[config.mk]
export PLATFORM = sky130hd
export DESIGN_NAME = desc_cond_unit
export DESIGN_NICKNAME = d
export VERILOG_FILES = /design/src/rtl/desc_cond_pkg.sv /design/src/rtl/dcu_cond_eval.sv /design/src/rtl/dcu_ptr_step.sv /design/src/rtl/desc_cond_unit.sv
export SDC_FILE = /design/constraint.sdc
export NUM_CORES = 1
export LEC_CHECK = 0
export BUFFER_PORTS_ARGS = -buffer_cell sky130_fd_sc_hd__buf_2
export CAP_MARGIN = 10
export CORE_MARGIN = 5
export CORE_UTILIZATION = 41
export CTS_CLUSTER_SIZE = 10
export DETAILED_ROUTE_END_ITERATION = 10
export HOLD_SLACK_MARGIN = 0.05
export PLACE_DENSITY = 0.93
export SETUP_SLACK_MARGIN = 0.05
export SLEW_MARGIN = 15
export SYNTH_ARGS = -nofsm -noshare
export SYNTH_HDL_FRONTEND = slang
export SYNTH_SLANG_ARGS = --single-unit
[constraint.sdc]
create_clock -name clk -period 2.9 [get_ports clk]
set_clock_uncertainty 0.2 [all_clocks]
set_input_delay 0.58 -clock clk [delete_from_list [all_inputs] [get_ports clk]]
set_output_delay 0.58 -clock clk [all_outputs]
set_load 0.02 [all_outputs]
[src/rtl/desc_cond_pkg.sv]
// Package: shared constants and types for the descriptor completion
// decision unit. Assumes 32-bit select registers with the mask field
// starting at bit 16 and the match value at bit 0.
package desc_cond_pkg;

    localparam int STAT_W   = 4;
    localparam int SEL_W    = 32;
    localparam int MASK_LSB = 16;
    localparam int VAL_LSB  = 0;

    localparam int NUM_DEC  = 3;
    localparam int DEC_IRQ  = 0;
    localparam int DEC_WAIT = 1;
    localparam int DEC_BR   = 2;

    typedef enum logic [1:0] {
        MODE_NEVER    = 2'b00,
        MODE_IF_TRUE  = 2'b01,
        MODE_IF_FALSE = 2'b10,
        MODE_ALWAYS   = 2'b11
    } cond_mode_e;

endpackage

[src/rtl/dcu_cond_eval.sv]
// Module: dcu_cond_eval
// Evaluates one decision. It compares masked device status against the
// masked match value that is packed in a select register, then applies the
// 2-bit mode. The module is purely combinational. Assumes that the mask and
// value fields are STAT_W bits wide at MASK_LSB and VAL_LSB.
module dcu_cond_eval
    import desc_cond_pkg::*;
(
    input  logic [1:0]        mode_i,
    input  logic [SEL_W-1:0]  sel_i,
    input  logic [STAT_W-1:0] stat_i,
    output logic              hit_o
);

    logic [STAT_W-1:0] mask;
    logic [STAT_W-1:0] match_val;
    logic              cond;

    // Extract the packed fields and form the masked comparison.
    always_comb begin
        mask      = sel_i[MASK_LSB +: STAT_W];
        match_val = sel_i[VAL_LSB  +: STAT_W];
        cond      = ((stat_i & mask) == (match_val & mask));
    end

    // Apply the mode to the condition.
    always_comb begin
        case (cond_mode_e'(mode_i))
            MODE_NEVER:    hit_o = 1'b0;
            MODE_IF_TRUE:  hit_o = cond;
            MODE_IF_FALSE: hit_o = !cond;
            MODE_ALWAYS:   hit_o = 1'b1;
            default:       hit_o = 1'b0;
        endcase
    end

endmodule

[src/rtl/dcu_ptr_step.sv]
// Module: dcu_ptr_step
// Holds the next command pointer and the branch-taken bit. On a completion
// it keeps the current pointer (wait), loads the dependent address (branch)
// or steps by one descriptor. Assumes done_i is a single-cycle strobe from
// the sequencer.
module dcu_ptr_step #(
    parameter int AW         = 32,
    parameter int DESC_BYTES = 16
) (
    input  logic          clk,
    input  logic          rst_n,
    input  logic          done_i,
    input  logic          wait_hit_i,
    input  logic          br_hit_i,
    input  logic [AW-1:0] cmd_ptr_i,
    input  logic [AW-1:0] dep_addr_i,
    input  logic          brtaken_i,
    output logic [AW-1:0] next_ptr_o,
    output logic          brtaken_o
);

    localparam logic [AW-1:0] STEP = AW'(DESC_BYTES);

    logic [AW-1:0] ptr_q;
    logic          bt_q;

    // Update the pointer and branch-taken bit once per completion.
    always_ff @(posedge clk) begin
        if (!rst_n) begin
            ptr_q <= '0;
            bt_q  <= 1'b0;
        end else if (done_i) begin
            if (wait_hit_i) begin
                ptr_q <= cmd_ptr_i;
                bt_q  <= brtaken_i;
            end else if (br_hit_i) begin
                ptr_q <= dep_addr_i;
                bt_q  <= 1'b1;
            end else begin
                ptr_q <= cmd_ptr_i + STEP;
                bt_q  <= 1'b0;
            end
        end
    end

    assign next_ptr_o = ptr_q;
    assign brtaken_o  = bt_q;

    AST_HOLD_IDLE: assert property (@(posedge clk) disable iff (!rst_n)
        !$past(done_i) |-> ($stable(ptr_q) && $stable(bt_q))) else $error("hold");

    AST_WAIT_KEEPS_PTR: assert property (@(posedge clk) disable iff (!rst_n)
        ($past(done_i) && $past(wait_hit_i)) |-> (ptr_q == $past(cmd_ptr_i))) else $error("wait ptr");

    AST_STEP_ADDS: assert property (@(posedge clk) disable iff (!rst_n)
        ($past(done_i) && !$past(wait_hit_i) && !$past(br_hit_i))
        |-> (ptr_q == $past(cmd_ptr_i) + STEP && !bt_q)) else $error("step");

    AST_BRANCH_LOADS: assert property (@(posedge clk) disable iff (!rst_n)
        ($past(done_i) && !$past(wait_hit_i) && $past(br_hit_i))
        |-> (ptr_q == $past(dep_addr_i) && bt_q)) else $error("branch");

endmodule

[src/rtl/desc_cond_unit.sv]
// Module: desc_cond_unit (top)
// Makes the three per-descriptor completion decisions: interrupt, wait and
// branch. Each decision is evaluated with its own select register against
// the device-status bits. Wait is checked first and suppresses the
// writeback, the interrupt and the pointer update. All results are
// registered one cycle after done_i.
module desc_cond_unit
    import desc_cond_pkg::*;
#(
    parameter int AW         = 32,
    parameter int DESC_BYTES = 16
) (
    input  logic              clk,
    input  logic              rst_n,
    input  logic              done_i,
    input  logic [1:0]        irq_mode_i,
    input  logic [1:0]        wait_mode_i,
    input  logic [1:0]        br_mode_i,
    input  logic [SEL_W-1:0]  irq_sel_i,
    input  logic [SEL_W-1:0]  wait_sel_i,
    input  logic [SEL_W-1:0]  br_sel_i,
    input  logic [STAT_W-1:0] dev_stat_i,
    input  logic [AW-1:0]     cmd_ptr_i,
    input  logic [AW-1:0]     dep_addr_i,
    input  logic              brtaken_i,
    output logic              irq_o,
    output logic              wb_o,
    output logic              wait_o,
    output logic [AW-1:0]     next_ptr_o,
    output logic              brtaken_o
);

    logic [1:0]       modes [NUM_DEC];
    logic [SEL_W-1:0] sels  [NUM_DEC];
    logic [NUM_DEC-1:0] hit;

    logic irq_q;
    logic wb_q;
    logic wait_q;

    // Gather the per-decision mode and select inputs into indexed arrays.
    always_comb begin
        modes[DEC_IRQ]  = irq_mode_i;
        modes[DEC_WAIT] = wait_mode_i;
        modes[DEC_BR]   = br_mode_i;
        sels[DEC_IRQ]   = irq_sel_i;
        sels[DEC_WAIT]  = wait_sel_i;
        sels[DEC_BR]    = br_sel_i;
    end

    // One evaluator per decision.
    for (genvar g = 0; g < NUM_DEC; g++) begin : g_dec
        dcu_cond_eval u_eval (
            .mode_i (modes[g]),
            .sel_i  (sels[g]),
            .stat_i (dev_stat_i),
            .hit_o  (hit[g])
        );
    end

    // Register the pulses and the wait level on each completion.
    always_ff @(posedge clk) begin
        if (!rst_n) begin
            irq_q  <= 1'b0;
            wb_q   <= 1'b0;
            wait_q <= 1'b0;
        end else begin
            irq_q <= done_i && !hit[DEC_WAIT] && hit[DEC_IRQ];
            wb_q  <= done_i && !hit[DEC_WAIT];
            if (done_i) begin
                wait_q <= hit[DEC_WAIT];
            end
        end
    end

    dcu_ptr_step #(
        .AW         (AW),
        .DESC_BYTES (DESC_BYTES)
    ) u_ptr (
        .clk        (clk),
        .rst_n      (rst_n),
        .done_i     (done_i),
        .wait_hit_i (hit[DEC_WAIT]),
        .br_hit_i   (hit[DEC_BR]),
        .cmd_ptr_i  (cmd_ptr_i),
        .dep_addr_i (dep_addr_i),
        .brtaken_i  (brtaken_i),
        .next_ptr_o (next_ptr_o),
        .brtaken_o  (brtaken_o)
    );

    assign irq_o  = irq_q;
    assign wb_o   = wb_q;
    assign wait_o = wait_q;

    AST_PULSE_NEEDS_DONE: assert property (@(posedge clk) disable iff (!rst_n)
        (irq_o || wb_o) |-> $past(done_i)) else $error("pulse");

    AST_WAIT_SUPPRESSES: assert property (@(posedge clk) disable iff (!rst_n)
        wait_o |-> (!irq_o && !wb_o)) else $error("wait suppress");

    AST_IRQ_WITH_WB: assert property (@(posedge clk) disable iff (!rst_n)
        irq_o |-> wb_o) else $error("irq wb");

    AST_WAIT_STABLE: assert property (@(posedge clk) disable iff (!rst_n)
        !$past(done_i) |-> $stable(wait_o)) else $error("wait stable");

endmodule

# --- Word level (Yosys, flattened, before mapping) ---
# Index checks and enable logic that the tools add are counted.
op_classes:
  addsub: 1
  n_eq_ne: 12
  mux: 7
  bitwise_logic: 6
  reduce_logical: 9
ops:
  columns: ["op", "count"]
  rows:
  - ["two-way mux 32 bit", 2]
  - ["adder 32 x 5 -> 32 bit (second input constant)", 1]
  - ["bitwise AND 4 bit", 6]
  - ["== test 2 bit (second input constant)", 6]
  - ["== test 4 bit", 3]
  - ["case mux 1 bit (4 select lines)", 3]
  - ["== test 2 x 1 -> 1 bit (second input constant)", 3]
  - ["zero test 2 bit", 3]
  - ["zero test 1 bit", 4]
  - ["logical AND 1 bit", 2]
  - ["two-way mux 1 bit", 2]
totals:
  reg_bits: 36
  input_bits: 174

# --- Logic depth before layout (Yosys ltp) ---
logic_depth:
  ltp_word: 7
  ltp_mapped: 8
  mapped_depth_nobuf: 8

# --- Modules after synthesis ---
# Synthesis repeated with hierarchy kept, for this count alone.
hier_totals:
  cells_unflattened: 327
  hier_area_um2: 2566.2
by_module_without_submodules:
  columns: ["mod", "n_inst", "cells_per_inst", "area_per_inst_um2", "seq_area_each_um2"]
  rows:
  - ["dcu_ptr_step", 1, 298, 2259.7, 660.6]
  - ["dcu_cond_eval", 3, 7, 70.1, 0.0]
  - ["desc_cond_unit", 1, 8, 96.3, 60.1]

# --- Least setup slack after synthesis ---
# OpenSTA, ideal clock, no wires.
synth_path:
  path_kind: "input to register"
  start: "in cmd_ptr_i[4]"
  end: "reg u_ptr.ptr_q[31], in the netlist u_ptr.next_ptr_o[31]"
  setup_time_ps: 117
  arrival_ps: 2083
  required_ps: 2583
  setup_slack_ps: 499
  stages: 7
  n_path_buf: 1
  cell_sequence: "nand3_1 > or4_4 > buf_6 > nor4_4 > and4_1 > o21ai_1 > a32o_1"
synth_via:
  elab_chain_cells: 3
synth_lines:
  columns: ["element", "line_no", "text"]
  rows:
  - ["from (decl)", "desc_cond_unit.sv:23", "input logic [AW-1:0] cmd_ptr_i,"]
  - ["adder 32 x 5 -> 32 bit", "dcu_ptr_step.sv:40", "ptr_q <= cmd_ptr_i + STEP;"]
  - ["two-way mux 32 bit", "dcu_ptr_step.sv:36", "end else if (br_hit_i) begin"]
  - ["two-way mux 32 bit", "dcu_ptr_step.sv:33", "if (wait_hit_i) begin"]
  - ["to (signal assigned)", "dcu_ptr_step.sv:34", "ptr_q <= cmd_ptr_i;"]
  - ["to (signal assigned)", "dcu_ptr_step.sv:37", "ptr_q <= dep_addr_i;"]
  - ["to (signal assigned)", "dcu_ptr_step.sv:40", null]
  - ["to (decl)", "dcu_ptr_step.sv:24", "logic [AW-1:0] ptr_q;"]
# No other way between the ends.
# A chain may end at the register's enable or synchronous reset.

# --- Worst setup path after layout ---
layout_path:
  start: "in dev_stat_i[0]"
  end: "reg u_ptr.ptr_q[9], in the netlist u_ptr.next_ptr_o[9]"
layout_via:
  elab_chain_cells: 6
layout_lines:
  columns: ["element", "line_no", "text"]
  rows:
  - ["from (decl)", "desc_cond_unit.sv:22", "input logic [STAT_W-1:0] dev_stat_i,"]
  - ["bitwise AND 4 bit", "dcu_cond_eval.sv:23", "cond = ((stat_i & mask) == (match_val & mask));"]
  - ["== test 4 bit", "dcu_cond_eval.sv:23", null]
  - ["zero test 1 bit", "dcu_cond_eval.sv:31", "MODE_IF_FALSE: hit_o = !cond;"]
  - ["case mux 1 bit (4 select lines)", "dcu_cond_eval.sv:28", "case (cond_mode_e'(mode_i))"]
  - ["two-way mux 32 bit", "dcu_ptr_step.sv:36", null]
  - ["two-way mux 32 bit (*)", "dcu_ptr_step.sv:33", null]
# Every way passes the cells marked *; elsewhere a longest branch is shown, timed or not.

==> flow_results.xml <==
<?xml version="1.0" encoding="UTF-8"?>
<metrics>
  <group name="die">
    <metric name="coreArea" unit="sq um">6680</metric>
    <metric name="pin_count" unit="">210</metric>
    <metric name="std_cell_rows" unit="">30</metric>
    <metric name="die-area" unit="sq um">8470</metric>
    <metric name="initial_standard_cell_utilization_of_the_core" unit="%">41.3</metric>
    <metric name="die_h" unit="um">92.1</metric>
    <metric name="die_w" unit="um">92.1</metric>
  </group>
  <group name="clocking">
    <metric name="clk-insertion-delay-late" unit="ns">0.29</metric>
    <metric name="post-cts-setup-buffer-count" unit="">0</metric>
    <metric name="cts_tree" unit="">done</metric>
    <metric name="cts-buffers-inserted" unit="">5</metric>
    <metric name="ctsHtreeMaxLevel" unit="">2</metric>
    <metric name="path_clk_slew" unit="ns">0.08</metric>
    <metric name="clock-sinks" unit="">36</metric>
    <metric name="ctsRootBufferMaster" unit="">sky130_fd_sc_hd__clkbuf_8</metric>
    <metric name="postCtsResizedCells" unit="">0</metric>
    <metric name="hold_buffers" unit="">0</metric>
    <metric name="ctsLongestPathBuffers" unit="">2</metric>
  </group>
  <group name="power_and_ir_drop">
    <metric name="vdd_ir_drop_max" unit="V">0.000166</metric>
    <metric name="power.density_cell_area" unit="nW/um^2">420</metric>
    <metric name="total_leakage_power" unit="nW">1.63</metric>
  </group>
  <group name="worst_setup_path">
    <metric name="critPathCaptureType" unit="">register</metric>
    <metric name="crit_path_max_fanout" unit="">11</metric>
    <metric name="required" unit="ns">2.87</metric>
    <metric name="worstSetupPathType" unit="">input pin to register</metric>
    <metric name="worst_setup_path_start_kind" unit="">input pin</metric>
    <metric name="timing.critical_path.arrival" unit="ns">2.34</metric>
  </group>
  <group name="yosys">
    <metric name="synth.yosys.seq_area_share" unit="%">26.1</metric>
    <metric name="synth.top_cells.by_area" unit="">sky130_fd_sc_hd__dfxtp_1 26%, sky130_fd_sc_hd__a21oi_1 5.3%, sky130_fd_sc_hd__o21ai_0 5.1%</metric>
    <metric name="synth-seq-cells" unit="">36</metric>
    <metric name="synth_top_area_cell" unit="">sky130_fd_sc_hd__dfxtp_1</metric>
    <metric name="compound_gate_portion_of_the_synthesized_area" unit="%">32.5</metric>
    <metric name="yosys.cell_count.top_type" unit="">sky130_fd_sc_hd__dfxtp_1</metric>
    <metric name="area_of_the_mapped_netlist" unit="sq um">2760</metric>
    <metric name="synth_edf_count" unit="">0</metric>
    <metric name="cells_after_synthesis" unit="">362</metric>
    <metric name="synth-main-ff-cell" unit="">sky130_fd_sc_hd__dfxtp_1</metric>
    <metric name="syn-num-nets" unit="">537</metric>
    <metric name="ys_warn_count" unit="">0</metric>
    <metric name="postSynthAreaPerCell" unit="sq um">7.62</metric>
    <metric name="synth_simple_gate_area_share" unit="%">28.6</metric>
    <metric name="synthTopCellsByCount" unit="">36 x sky130_fd_sc_hd__dfxtp_1, 29 x sky130_fd_sc_hd__a21oi_1, 29 x sky130_fd_sc_hd__nand2_1</metric>
    <metric name="main_combinational_cell_family_by_area_after_synthesis" unit="">compound AO/OA/AOI/OAI gates</metric>
    <metric name="synth-adder-area-share" unit="%">0.453</metric>
    <metric name="ys_async_sr_fraction" unit="%">0</metric>
    <metric name="netlist-cell-type-count" unit="">61</metric>
    <metric name="synth_top_cell_area_share" unit="%">26.1</metric>
    <metric name="synth_mux_area_share" unit="%">2.27</metric>
    <metric name="synthXorXnorAreaFrac" unit="%">4.76</metric>
  </group>
  <group name="sta">
    <metric name="tightestPinTransition" unit="ns">0.580</metric>
    <metric name="setup_total_negative_slack" unit="ns">0</metric>
    <metric name="timing.final.setup_violations" unit="">0</metric>
    <metric name="hold_violations" unit="">0</metric>
    <metric name="setup_ws" unit="ns">0.539</metric>
    <metric name="maxClockFrequency" unit="MHz">424</metric>
    <metric name="finalCritPeriodShare" unit="%">81.4</metric>
    <metric name="grt_setup_unrepaired" unit="">no</metric>
    <metric name="timing.hold.ws" unit="ns">0.268</metric>
    <metric name="max_slew_violation_count" unit="">0</metric>
    <metric name="worst_slew_margin_rel" unit="%">61.2</metric>
    <metric name="post-route-min-period" unit="ns">2.36</metric>
  </group>
  <group name="drt">
    <metric name="routed_wire_length_per_instance" unit="um">17.8</metric>
    <metric name="residual_drc_count" unit="">0</metric>
    <metric name="drt-pass1-iter-count" unit="">5</metric>
    <metric name="final_antenna_net_count" unit="">0</metric>
    <metric name="detailroute.via_count" unit="">3477</metric>
    <metric name="routed_via_density" unit="">6.06</metric>
    <metric name="drtIter0Drc" unit="">269</metric>
    <metric name="finalWirelength" unit="mm">10.2</metric>
  </group>
  <group name="global_route">
    <metric name="overall_global_routing_usage" unit="%">23.4</metric>
    <metric name="via_count_of_the_first_global_routing_pass" unit="">3369</metric>
    <metric name="global_route_track_usage_on_met2" unit="%">37.8</metric>
    <metric name="grt_use_met3" unit="%">6.81</metric>
    <metric name="grt-ovfl-total" unit="">0</metric>
    <metric name="top_usage_layer" unit="">met2</metric>
    <metric name="grt_start_max_net_pins" unit="">47</metric>
    <metric name="grt_pass1_wl" unit="mm">16.1</metric>
    <metric name="grt_met1_usage" unit="%">29.9</metric>
    <metric name="grt_antenna_before_repair" unit="">0</metric>
  </group>
  <group name="cells_and_area">
    <metric name="synthToLayoutAreaGrowth" unit="%">31.9</metric>
    <metric name="finalNetCount" unit="">668</metric>
    <metric name="fill_cells" unit="">644</metric>
    <metric name="seqCellArea" unit="sq um">721</metric>
    <metric name="drive_above_1_share" unit="%">35.2</metric>
    <metric name="multi_input_logic_area" unit="sq um">1890</metric>
    <metric name="insertedDiodeCount" unit="">0</metric>
    <metric name="finish.instance_area" unit="sq um">3640</metric>
  </group>
  <group name="place">
    <metric name="io_buffer_count" unit="">137</metric>
    <metric name="hpwl" unit="mm">7.81</metric>
    <metric name="routabilityCongestion" unit="">0.936</metric>
    <metric name="dpl_cell_area" unit="sq um">3550</metric>
    <metric name="placement.setup.worst_slack" unit="ns">0.262</metric>
  </group>
  <group name="outcome">
    <metric name="result_of_the_run" unit="">finished clean</metric>
  </group>
  <group name="worst_hold_path">
    <metric name="hold_class" unit="">register to register</metric>
  </group>
  <group name="flow_run">
    <metric name="maxCapViolCount" unit="">0</metric>
  </group>
</metrics>
## registers in the layout, summed over array words and instances (netlist names)
name              cells
irq_o                 1
u_ptr.brtaken_o       1
u_ptr.next_ptr_o     32
wait_o                1
wb_o                  1
## worst max-delay path, stage by stage
cell and delay (ns):
sky130_fd_sc_hd__buf_2 0.12, sky130_fd_sc_hd__xor2_1 0.16, sky130_fd_sc_hd__a22oi_1 0.34, sky130_fd_sc_hd__nand3_1 0.20, sky130_fd_sc_hd__nand3_1 0.47, sky130_fd_sc_hd__a211oi_1 0.09, sky130_fd_sc_hd__a2111oi_0 0.36
## power by group
| part | internal (mW) | switching [mW] | leakage, nW |
|---|---|---|---|
| Clock | 0.190 | 0.202 | 0.0510 |
| Sequential | 0.540 | 0.0208 | 0.298 |
| Combinational | 0.225 | 0.350 | 1.28 |
## layout make-up
type	instances	area share, %
clock inverter	2	0.275
timing repair buffer	152	22.3
clock buffer	6	2.27
inverter	6	0.619
sequential	36	19.8
multi-input combinational	292	52.0
tap	80	2.75
## cell families after synthesis
family | count (synthesis)
xor+xnor | 15
mux | 6
compound gates | 135
simple gates | 135
buf+inv | 34
flops | 36
fa+ha+maj | 1
## metrics by stage
| stage | power (mW) | util, % | instances |
|---|---|---|---|
| 2_1_floorplan | 0.908 | - | 362 |
| 3_3_place_gp | 1.13 | 53.1 | 566 |
| 3_5_place_dp | 1.14 | 53.1 | 566 |
| 4_1_cts | 1.53 | 54.5 | 574 |
| 5_1_grt | 1.62 | 54.5 | 574 |
| 6_report | 1.53 | 54.5 | 574 |
## final timing paths
path                                      from                                end  slack (ns)  cells after the start
max                              dev_stat_i[0]   u_ptr.next_ptr_o[9]$_SDFFE_PN0P_        0.54                      7
min           u_ptr.next_ptr_o[4]$_SDFFE_PN0P_   u_ptr.next_ptr_o[4]$_SDFFE_PN0P_        0.27                      2
max reg2reg  u_ptr.next_ptr_o[24]$_SDFFE_PN0P_  u_ptr.next_ptr_o[24]$_SDFFE_PN0P_        1.79                      2
min reg2reg   u_ptr.next_ptr_o[4]$_SDFFE_PN0P_   u_ptr.next_ptr_o[4]$_SDFFE_PN0P_        0.27                      2
## per-layer routing
layer  vias up  share of wire, %
li1       1654                 -
met4         0               2.1
met5         -                 0
met3        24                11
met1      1587                41
met2       212                46
## placed cells by master (no fill, tap or decap), types with 6 or more instances in the layout
| cell type | count |
|---|---|
| sky130_fd_sc_hd__buf_4 | 14 |
| sky130_fd_sc_hd__buf_2 | 137 |
| sky130_fd_sc_hd__a21oi_1 | 29 |
| sky130_fd_sc_hd__dfxtp_1 | 36 |
| sky130_fd_sc_hd__nand3b_1 | 8 |
| sky130_fd_sc_hd__clkbuf_8 | 6 |
| sky130_fd_sc_hd__xor2_1 | 15 |
| sky130_fd_sc_hd__inv_1 | 6 |
| sky130_fd_sc_hd__nor2_1 | 14 |
| sky130_fd_sc_hd__o211ai_1 | 11 |
| sky130_fd_sc_hd__nand2_1 | 29 |
| sky130_fd_sc_hd__nand4_1 | 12 |
| sky130_fd_sc_hd__o21ai_0 | 28 |
| sky130_fd_sc_hd__nor4_1 | 7 |
| sky130_fd_sc_hd__nor3_1 | 8 |
| sky130_fd_sc_hd__a211oi_1 | 7 |
| sky130_fd_sc_hd__a31oi_1 | 9 |
| sky130_fd_sc_hd__o31ai_1 | 6 |
| sky130_fd_sc_hd__a21o_1 | 10 |
| sky130_fd_sc_hd__and3_1 | 8 |
| sky130_fd_sc_hd__nand3_1 | 23 |
(Power assumes the default switching activity.)
